--- src/rtl/ewg_pkg.sv ---
// Package: shared constants and types for the external wait-state generator.
// Assumes a 16-bit data word and two 5-bit wait fields packed from bit 0 upward.
package ewg_pkg;
    localparam int unsigned WAIT_W = 5;
    localparam int unsigned WORD_W = 16;
    localparam logic [WORD_W-1:0] CFG_ADDR = 16'hFFDE;

    // Access class owning the external port.
    typedef enum logic [1:0] {
        CLS_NONE = 2'd0,
        CLS_PRG  = 2'd1,
        CLS_DAT  = 2'd2
    } acc_cls_e;
endpackage

--- src/rtl/ewg_cfg_reg.sv ---
// Module: configuration word holding the two wait-count fields.
// Data count sits in the low field and program count in the next field up.
// All higher bits are reserved: they are forced to zero on write and read as zero.
// Assumes the caller already decoded the address into wr_en / rd_en.
module ewg_cfg_reg #(
    parameter int unsigned WAIT_W = ewg_pkg::WAIT_W,
    parameter int unsigned WORD_W = ewg_pkg::WORD_W
) (
    input  logic              clk,
    input  logic              rst_n,
    input  logic              wr_en,
    input  logic              rd_en,
    input  logic [WORD_W-1:0] wdata,
    output logic [WORD_W-1:0] rdata,
    output logic [WAIT_W-1:0] prg_wait,
    output logic [WAIT_W-1:0] dat_wait
);
    localparam int unsigned USED_W = 2 * WAIT_W;
    localparam logic [WORD_W-1:0] KEEP_MASK = {{(WORD_W-USED_W){1'b0}}, {USED_W{1'b1}}};
    localparam logic [WORD_W-1:0] RESET_VAL = KEEP_MASK;

    logic [WORD_W-1:0] word_q;

    // Hold the configuration word; reset presets every wait bit to one.
    always_ff @(posedge clk) begin
        if (!rst_n) begin
            word_q <= RESET_VAL;
        end else if (wr_en) begin
            word_q <= wdata & KEEP_MASK;
        end
    end

    // Split the fields out and drive the read port only while selected.
    always_comb begin
        dat_wait = word_q[WAIT_W-1:0];
        prg_wait = word_q[USED_W-1:WAIT_W];
        rdata    = rd_en ? word_q : '0;
    end


    reset_preset_chk: assert property (@(posedge clk) disable iff (!rst_n)
        $past(!rst_n) |-> word_q == RESET_VAL);


    reserved_zero_chk: assert property (@(posedge clk) disable iff (!rst_n)
        word_q[WORD_W-1:USED_W] == '0);


    hold_unwritten_chk: assert property (@(posedge clk) disable iff (!rst_n)
        !wr_en |=> $stable(word_q));


    write_lands_chk: assert property (@(posedge clk) disable iff (!rst_n)
        wr_en |=> word_q[USED_W-1:0] == $past(wdata[USED_W-1:0]));
endmodule

--- src/rtl/ewg_pick.sv ---
// Module: selects which pending external access may start, program first,
// and forwards the wait count belonging to the chosen class.
// Assumes its output is only acted on while the countdown is idle.
module ewg_pick #(
    parameter int unsigned WAIT_W = ewg_pkg::WAIT_W
) (
    input  logic                 prg_x,
    input  logic                 dat_x,
    input  logic [WAIT_W-1:0]    prg_wait,
    input  logic [WAIT_W-1:0]    dat_wait,
    output ewg_pkg::acc_cls_e    pick_cls,
    output logic [WAIT_W-1:0]    pick_wait
);
    import ewg_pkg::*;

    // Fixed priority: program fetch beats data access.
    always_comb begin
        pick_cls  = CLS_NONE;
        pick_wait = '0;
        if (prg_x) begin
            pick_cls  = CLS_PRG;
            pick_wait = prg_wait;
        end else if (dat_x) begin
            pick_cls  = CLS_DAT;
            pick_wait = dat_wait;
        end
    end
endmodule

--- src/rtl/ewg_countdown.sv ---
// Module: wait-state sequencer. In idle it accepts a start request. A zero
// count completes in that same cycle. A count N>0 is latched as N-1 and the
// access completes once the latched count has run down to zero, which is
// cycle N+1 of the access. Assumes the requester holds its request until done.
module ewg_countdown #(
    parameter int unsigned WAIT_W = ewg_pkg::WAIT_W
) (
    input  logic                 clk,
    input  logic                 rst_n,
    input  ewg_pkg::acc_cls_e    start_cls,
    input  logic [WAIT_W-1:0]    start_wait,
    output logic                 busy,
    output ewg_pkg::acc_cls_e    done_cls
);
    import ewg_pkg::*;

    logic              busy_q;
    logic [WAIT_W-1:0] rem_q;
    acc_cls_e          own_q;

    // Latch a new countdown in idle, or step the running one.
    always_ff @(posedge clk) begin
        if (!rst_n) begin
            busy_q <= 1'b0;
            rem_q  <= '0;
            own_q  <= CLS_NONE;
        end else if (busy_q) begin
            if (rem_q == '0) begin
                busy_q <= 1'b0;
                own_q  <= CLS_NONE;
            end else begin
                rem_q <= rem_q - 1'b1;
            end
        end else if (start_cls != CLS_NONE && start_wait != '0) begin
            busy_q <= 1'b1;
            rem_q  <= start_wait - 1'b1;
            own_q  <= start_cls;
        end
    end

    // Report which class finishes this cycle, if any.
    always_comb begin
        done_cls = CLS_NONE;
        if (busy_q) begin
            if (rem_q == '0) done_cls = own_q;
        end else if (start_cls != CLS_NONE && start_wait == '0) begin
            done_cls = start_cls;
        end
    end

    assign busy = busy_q;


    step_down_chk: assert property (@(posedge clk) disable iff (!rst_n)
        (busy_q && rem_q != '0) |=> (busy_q && rem_q == $past(rem_q) - 1'b1));


    finish_idle_chk: assert property (@(posedge clk) disable iff (!rst_n)
        (busy_q && rem_q == '0) |=> !busy_q);


    owner_fixed_chk: assert property (@(posedge clk) disable iff (!rst_n)
        (busy_q && rem_q != '0) |=> $stable(own_q));
endmodule

--- src/rtl/ext_wait_gen.sv ---
// Module: top of the external bus wait-state generator. It decodes accesses to
// the configuration word and classifies each request as internal or external.
// External requests go through priority selection and the countdown. Internal
// and configuration accesses complete at once. Assumes the core holds each
// request until its done strobe, and presents a new request only afterwards.
module ext_wait_gen #(
    parameter int unsigned WAIT_W = ewg_pkg::WAIT_W,
    parameter int unsigned WORD_W = ewg_pkg::WORD_W,
    parameter logic [WORD_W-1:0] CFG_ADDR = ewg_pkg::CFG_ADDR
) (
    input  logic              clk,
    input  logic              rst_n,
    input  logic              prg_req,
    input  logic              prg_ext,
    input  logic              dat_req,
    input  logic              dat_ext,
    input  logic              dat_we,
    input  logic [WORD_W-1:0] dat_addr,
    input  logic [WORD_W-1:0] dat_wdata,
    output logic [WORD_W-1:0] dat_rdata,
    output logic              prg_done,
    output logic              dat_done,
    output logic              stall
);
    import ewg_pkg::*;

    logic              cfg_hit, cfg_wr, cfg_rd;
    logic              prg_x, dat_x;
    logic [WAIT_W-1:0] prg_wait, dat_wait, pick_wait;
    acc_cls_e          pick_cls, done_cls;
    logic              seq_busy;

    // Decode configuration accesses and external requests.
    always_comb begin
        cfg_hit = (dat_addr == CFG_ADDR);
        cfg_wr  = dat_req && dat_we && cfg_hit;
        cfg_rd  = dat_req && !dat_we && cfg_hit;
        prg_x   = prg_req && prg_ext;
        dat_x   = dat_req && dat_ext && !cfg_hit;
    end

    ewg_cfg_reg #(.WAIT_W(WAIT_W), .WORD_W(WORD_W)) u_cfg (
        .clk      (clk),
        .rst_n    (rst_n),
        .wr_en    (cfg_wr),
        .rd_en    (cfg_rd),
        .wdata    (dat_wdata),
        .rdata    (dat_rdata),
        .prg_wait (prg_wait),
        .dat_wait (dat_wait)
    );

    ewg_pick #(.WAIT_W(WAIT_W)) u_pick (
        .prg_x     (prg_x),
        .dat_x     (dat_x),
        .prg_wait  (prg_wait),
        .dat_wait  (dat_wait),
        .pick_cls  (pick_cls),
        .pick_wait (pick_wait)
    );

    ewg_countdown #(.WAIT_W(WAIT_W)) u_cnt (
        .clk        (clk),
        .rst_n      (rst_n),
        .start_cls  (pick_cls),
        .start_wait (pick_wait),
        .busy       (seq_busy),
        .done_cls   (done_cls)
    );

    // Completion per class, and a stall while any presented access is unfinished.
    always_comb begin
        prg_done = (prg_req && !prg_ext) || (done_cls == CLS_PRG);
        dat_done = (dat_req && !dat_x)   || (done_cls == CLS_DAT);
        stall    = (prg_req && !prg_done) || (dat_req && !dat_done);
    end


    no_ext_no_stall_chk: assert property (@(posedge clk) disable iff (!rst_n)
        (!prg_x && !dat_x && !seq_busy) |-> !stall);


    prg_first_chk: assert property (@(posedge clk) disable iff (!rst_n)
        (prg_x && dat_x && !seq_busy) |-> (done_cls != CLS_DAT));


    done_no_stall_chk: assert property (@(posedge clk) disable iff (!rst_n)
        (prg_done && !(dat_req && !dat_done)) |-> !stall);
endmodule

--- config.mk ---
export PLATFORM = sky130hd
export DESIGN_NAME = ext_wait_gen
export DESIGN_NICKNAME = d
export VERILOG_FILES = /design/src/rtl/ewg_pkg.sv /design/src/rtl/ewg_cfg_reg.sv /design/src/rtl/ewg_pick.sv /design/src/rtl/ewg_countdown.sv /design/src/rtl/ext_wait_gen.sv
export SDC_FILE = /design/constraint.sdc
export NUM_CORES = 1
export LEC_CHECK = 0
export BUFFER_PORTS_ARGS = -buffer_cell sky130_fd_sc_hd__clkbuf_2
export CORE_MARGIN = 5
export CORE_UTILIZATION = 50
export DETAILED_ROUTE_END_ITERATION = 16
export GPL_TIMING_DRIVEN = 1
export PLACE_DENSITY = 0.95
export SETUP_SLACK_MARGIN = 0.2
export SYNTH_ARGS = -nofsm -noshare
export SYNTH_HDL_FRONTEND = slang
export SYNTH_SLANG_ARGS = --single-unit
--- constraint.sdc ---
create_clock -name clk -period 4 [get_ports clk]
set_clock_uncertainty 0.2 [all_clocks]
set_input_delay 0 -clock clk [delete_from_list [all_inputs] [get_ports clk]]
set_output_delay 0 -clock clk [all_outputs]
set_load 0.01 [all_outputs]
# --- Yosys cells after proc, flatten, opt, wreduce, memory -nomap -nowiden ---
# Index checks and enable logic that the tools add are counted.
# Widths: inputs -> output; s select.
classes:
  addsub: 2
  multipliers: 0
  div: 0
  n_lt_le_gt_ge: 0
  eq_ne: 5
  shifts: 0
  muxes: 17
  bitwise_logic: 0
  reduce_logical: 29
op_table:
  columns: ["op", "count"]
  rows:
  - ["$mux 5", 5]
  - ["$eq 16x16->1 const B", 1]
  - ["$mux 2", 8]
  - ["$logic_and 1x1->1", 13]
  - ["$logic_not 5->1", 2]
  - ["$mux 10", 1]
  - ["$sub 5x1->5 const B", 2]
  - ["$logic_not 1->1", 6]
  - ["$reduce_bool 5->1", 1]
  - ["$ne 2x2->1 const B", 2]
  - ["$reduce_and 2->1", 2]
  - ["$reduce_bool 2->1", 2]
  - ["$logic_or 1x1->1", 3]
  - ["$mux 1", 3]
  - ["$eq 2x1->1 const B", 1]
  - ["$eq 2x2->1 const B", 1]
totals:
  reg_bits: 18
  latch_bits: 0
  ram_bits: 0
  mem_bits_ro: 0
  input_bits: 39
  out_inout_bits: 19
  word_cells: 57
  n_memories: 0

# --- Longest topological paths before layout ---
logic_depth:
  depth_word: 14
  mapped_depth: 9
  depth_no_buf: 8

# --- By module ---
# Synthesis repeated with hierarchy kept, for this count alone.
unflattened:
  hier_cells: 159
  hier_area_um2: 1265.0
by_module_without_submodules:
  columns: ["mod", "instances", "cells_each", "area_each_um2", "seq_area_each_um2"]
  rows:
  - ["ewg_countdown", 1, 78, 605.6, 160.2]
  - ["ewg_cfg_reg", 1, 49, 464.2, 200.2]
  - ["ext_wait_gen", 1, 21, 127.6, 0.0]
  - ["ewg_pick", 1, 11, 67.6, 0.0]

# --- Worst setup path after synthesis ---
# OpenSTA, ideal clock, no wires.
synth_timing:
  path_kind: "reg2reg"
  startpoint: "register u_cnt.busy_q, in the netlist u_cnt.busy"
  endpoint: "register u_cnt.rem_q[2]"
  setup_ns: 0.070
  t_arrival_ns: 1.706
  required_ns: 3.730
  path_slack_ns: 2.024
  stages_incl_launch_ff: 9
  n_path_buf: 2
  path_cell_list: "dfxtp_1 > clkbuf_1 > clkbuf_1 > a21oi_1 > o21ai_0 > nand2_1 > ha_1 > mux2_2 > a21oi_1"
synth_between:
  elab_chain_cells: 2
  word_cells_on_any_way: 4
  classes_between: "eq/ne: 1; mux: 1; reduce/logical: 2"
synth_rtl:
  columns: ["element", "line_no", "rtl"]
  rows:
  - ["start, declared", "ewg_countdown.sv:17", "logic busy_q;"]
  - ["start signal, assigned", "ewg_countdown.sv:24", "busy_q <= 1'b0;"]
  - ["start signal, assigned", "ewg_countdown.sv:29", "busy_q <= 1'b0;"]
  - ["start signal, assigned", "ewg_countdown.sv:35", "busy_q <= 1'b1;"]
  - ["$ne 2x2->1 (no source line) or $reduce_bool 2->1 (tied branches)", null, null]
  - ["$reduce_and 2->1 (no source line)", null, null]
  - ["end signal, assigned", "ewg_countdown.sv:32", "rem_q <= rem_q - 1'b1;"]
  - ["end signal, assigned", "ewg_countdown.sv:36", "rem_q <= start_wait - 1'b1;"]
  - ["end, declared", "ewg_countdown.sv:18", "logic [WAIT_W-1:0] rem_q;"]
# Parallel ways exist; a longest one is shown, timed or not.
# A chain may end at the register's enable or synchronous reset.

# --- Worst setup path after layout ---
layout_timing:
  startpoint: "register u_cnt.busy_q, in the netlist u_cnt.busy"
  endpoint: "output port stall"
layout_between:
  elab_chain_cells: 6
  word_cells_on_any_way: 10
  classes_between: "eq/ne: 2; mux: 1; reduce/logical: 7"
layout_rtl:
  columns: ["element", "line_no", "rtl"]
  rows:
  - ["$mux 2 *", "ewg_countdown.sv:44", "if (busy_q) begin"]
  - ["$eq 2x1->1 or $eq 2x2->1 (tied branches)", "ext_wait_gen.sv:73, ext_wait_gen.sv:74", null]
  - ["$logic_or 1x1->1 (on tied branches)", "ext_wait_gen.sv:73, ext_wait_gen.sv:74", null]
  - ["$logic_not 1->1", "ext_wait_gen.sv:75", "stall = (prg_req && !prg_done) || (dat_req && !dat_done);"]
  - ["$logic_and 1x1->1", "ext_wait_gen.sv:75", null]
  - ["$logic_or 1x1->1 *", "ext_wait_gen.sv:75", null]
  - ["end, declared", "ext_wait_gen.sv:23", "output logic stall"]
# Every way passes the cells marked *; elsewhere a longest branch is shown, timed or not.

==> results.py <==
metrics = {
    "outcome": {
        "outcome": "finished, final reports clean",
    },
    "clock_tree": {
        "numCtsBuffers": 3,
        "cts-resized-gates": 0,
        "clockRootBuffer": "clkbuf_4",
        "cts.sinks": 18,
        "clk_latency_ps": 310,
        "cts_tree": "built",
        "clk_pin_slew_worst_paths_ps": 100,
        "clk_path_buf_depth": 2,
        "h-tree-depth": 1,
    },
    "pwr": {
        "vdd_drop_max_mv": 0.204,
        "powerDensity_nw_per_um2": 265,
        "seq_power_share": 0.452,
        "leakagePower_nw": 0.790,
        "total_power_uw": 451,
        "power_frac_comb": 0.290,
        "p_int_uw": 310,
        "clockPowerShare": 0.258,
        "switchingPower_uw": 141,
        "switching_share": 0.313,
    },
    "synth": {
        "synthMostInstantiatedCell": "nand2_1",
        "seq_area_frac_synth": 0.290,
        "netlist.area_leader.share": 0.290,
        "async_reset_ff_frac": 0,
        "syn_area_sq_um": 1240,
        "synth.area.top_cells": "dfxtp_1, nand2_1, and2_1",
        "synth_cell_types": 43,
        "synth_top_area_cell": "dfxtp_1",
        "avgSynthCellArea_sq_um": 7.63,
        "synth_warnings": 0,
        "synth_edf_count": 0,
        "synthCells": 163,
        "synth_seq_cells": 18,
        "synthFlopType": "dfxtp_1",
        "synth_common_cells": "nand2_1, dfxtp_1, nand3_1",
    },
    "placement": {
        "pre_cts_ws_ps": 1790,
        "place_congestion": 0.854,
        "place.detailed.hpwl_um": 2430,
        "placed_cell_area_sq_um": 1460,
        "io_buffers": 45,
    },
    "global_route": {
        "grt_max_degree": 21,
        "grt_usage": 0.215,
        "grt_pass1_wl_um": 5880,
        "gr-total-overflow": 0,
        "first_global_vias": 1348,
        "antenna_found_initial": 0,
    },
    "critical_path": {
        "cp_common_cell": "nand2b_1",
        "crit_path_end_kind": "output port",
        "slowest_delay_ps": 700,
        "worstPathArrival_ps": 2310,
        "crit_path_cell_trace": "nand2b_1, nand2b_1, o32ai_1, nand2_1, a21oi_1, nor2_1, clkbuf_2",
        "slowest_stage": "dfxtp_1",
        "start_kind": "flip-flop",
        "critPathMaxFanout": 18,
        "cp.required_ps": 3800,
        "crit_type": "flip-flop to output port",
    },
    "timing": {
        "relSlewSlack": 0.616,
        "fin_crit_sh": 0.628,
        "setup_viol": 0,
        "rsz0062_at_grt": "no",
        "timing.final.ws_setup_ps": 1490,
        "worst_pin_slew_ps": 576,
        "finalMaxSlewViolations": 0,
        "fmax_mhz": 398,
        "holdWs_ps": 88.2,
        "period_needed_ps": 2510,
        "fin_setup_tns_ps": 0,
        "hold_viol": 0,
    },
    "hold_path": {
        "hp-class": "input pin to output port",
    },
    "layout": {
        "nFillCells": 183,
        "antenna_cells": 0,
        "layout.nets": 267,
        "final-seq-area_sq_um": 360,
        "multi_input_area_sq_um": 818,
        "area_growth_pct": 36.9,
        "final_cell_area_sq_um": 1700,
        "drive_above_1_share": 0.257,
    },
    "routing": {
        "vias": 1474,
        "dr.first_iter.drc_count": 68,
        "drt_pre_antenna_iters": 4,
        "drcViolationCount": 0,
        "avgRoutedWirePerCell_um": 14.3,
        "antenna_left": 0,
        "via_per_inst": 5.76,
        "finalWirelength_um": 3650,
    },
    "die": {
        "die_area_sq_um": 3590,
        "coreArea_sq_um": 2430,
        "placementRows": 18,
        "initial_core_util": 0.511,
        "io-pin-count": 58,
        "die_y_um": 59.9,
        "die_w_um": 59.9,
    },
    "job": {
        "cap_violations": 0,
    },
}
[kinds of logic (layout without fill, tap and decap cells)]
group	after synthesis	in the layout	synth area share
other cells	1	6	0.00302
mux	1	1	0.00905
simple gates	92	92	0.404
fa+ha+maj	1	1	0.0101
buf+inv	16	74	0.0674
flops	18	18	0.290
compound gates	34	34	0.216
[metal layers]
metal,global-route usage,vias up,part of all wire
met4,0.114,0,0.039
met5,0,-,0
met3,0.0238,15,0.13
met2,0.375,106,0.46
li1,-,704,-
met1,0.255,649,0.38
[path summary, 6_finish.rpt]
check	cells past startpoint	from	endpoint	slack, ps
min reg2reg	1	u_cnt.rem_q[1]	u_cnt.rem_q[1]	340
min	3	dat_we	dat_rdata[4]	90
max reg2reg	5	u_cfg.word_q[6]	u_cnt.rem_q[3]	1910
max	7	u_cnt.busy	stall	1490
[stage by stage]
| stage | util | std cells |
|---|---|---|
| global placement | 0.599 | 231 |
| global route | 0.700 | 256 |
| finish | 0.700 | 256 |
| CTS | 0.700 | 256 |
| floorplan | - | 168 |
| detailed placement | 0.599 | 231 |
[flip-flops by register name (all words and copies together) (netlist names)]
signal,cells
u_cnt.rem_q,5
u_cnt.busy,1
u_cfg.word_q,10
u_cnt.own_q,2
[final cells by class]
type | count | area share
well taps | 30 | 0.0220
repair buffers | 66 | 0.256
flip-flops and latches | 18 | 0.212
clock buffers | 4 | 0.0213
multi-input cells | 134 | 0.481
inverters | 4 | 0.00882
[critical path: cells and delay by family (launching register included)]
| family | cells | cell delay, ps |
|---|---|---|
| and+or+nand+nor | 4 | 770 |
| AOI/OAI and AO/OA | 2 | 420 |
| DFF | 1 | 700 |
| buffers and inverters | 1 | 130 |
[power groups by stage]
stage / registers, mW / clock network [mW] / logic (mW)
floorplan: 0.200 / 0 / 0.0946
global placement: 0.207 / 0 / 0.116
detailed placement: 0.207 / 0 / 0.120
CTS: 0.203 / 0.117 / 0.128
global route: 0.206 / 0.126 / 0.145
finish: 0.204 / 0.116 / 0.131
[placed cells by master, fill, tap and decap left out, types with 3 or more instances in the layout]
cell	n
nand2b_1	6
dfxtp_1	18
nand2_1	34
and2_1	11
inv_1	4
conb_1	6
dlygate4sd3_1	21
nor2_1	7
a31oi_1	3
clkbuf_4	3
a21oi_1	9
nand4_1	6
nand3_1	13
nor3_1	3
clkbuf_2	45
o21ai_0	3
[timing repair]
action	in CTS	in global routing
buffers inserted	0	0
hold endpoints to repair	14	0
hold buffers	21	0
endpoints found under the setup margin	0	0
(Power assumes the default switching activity.)
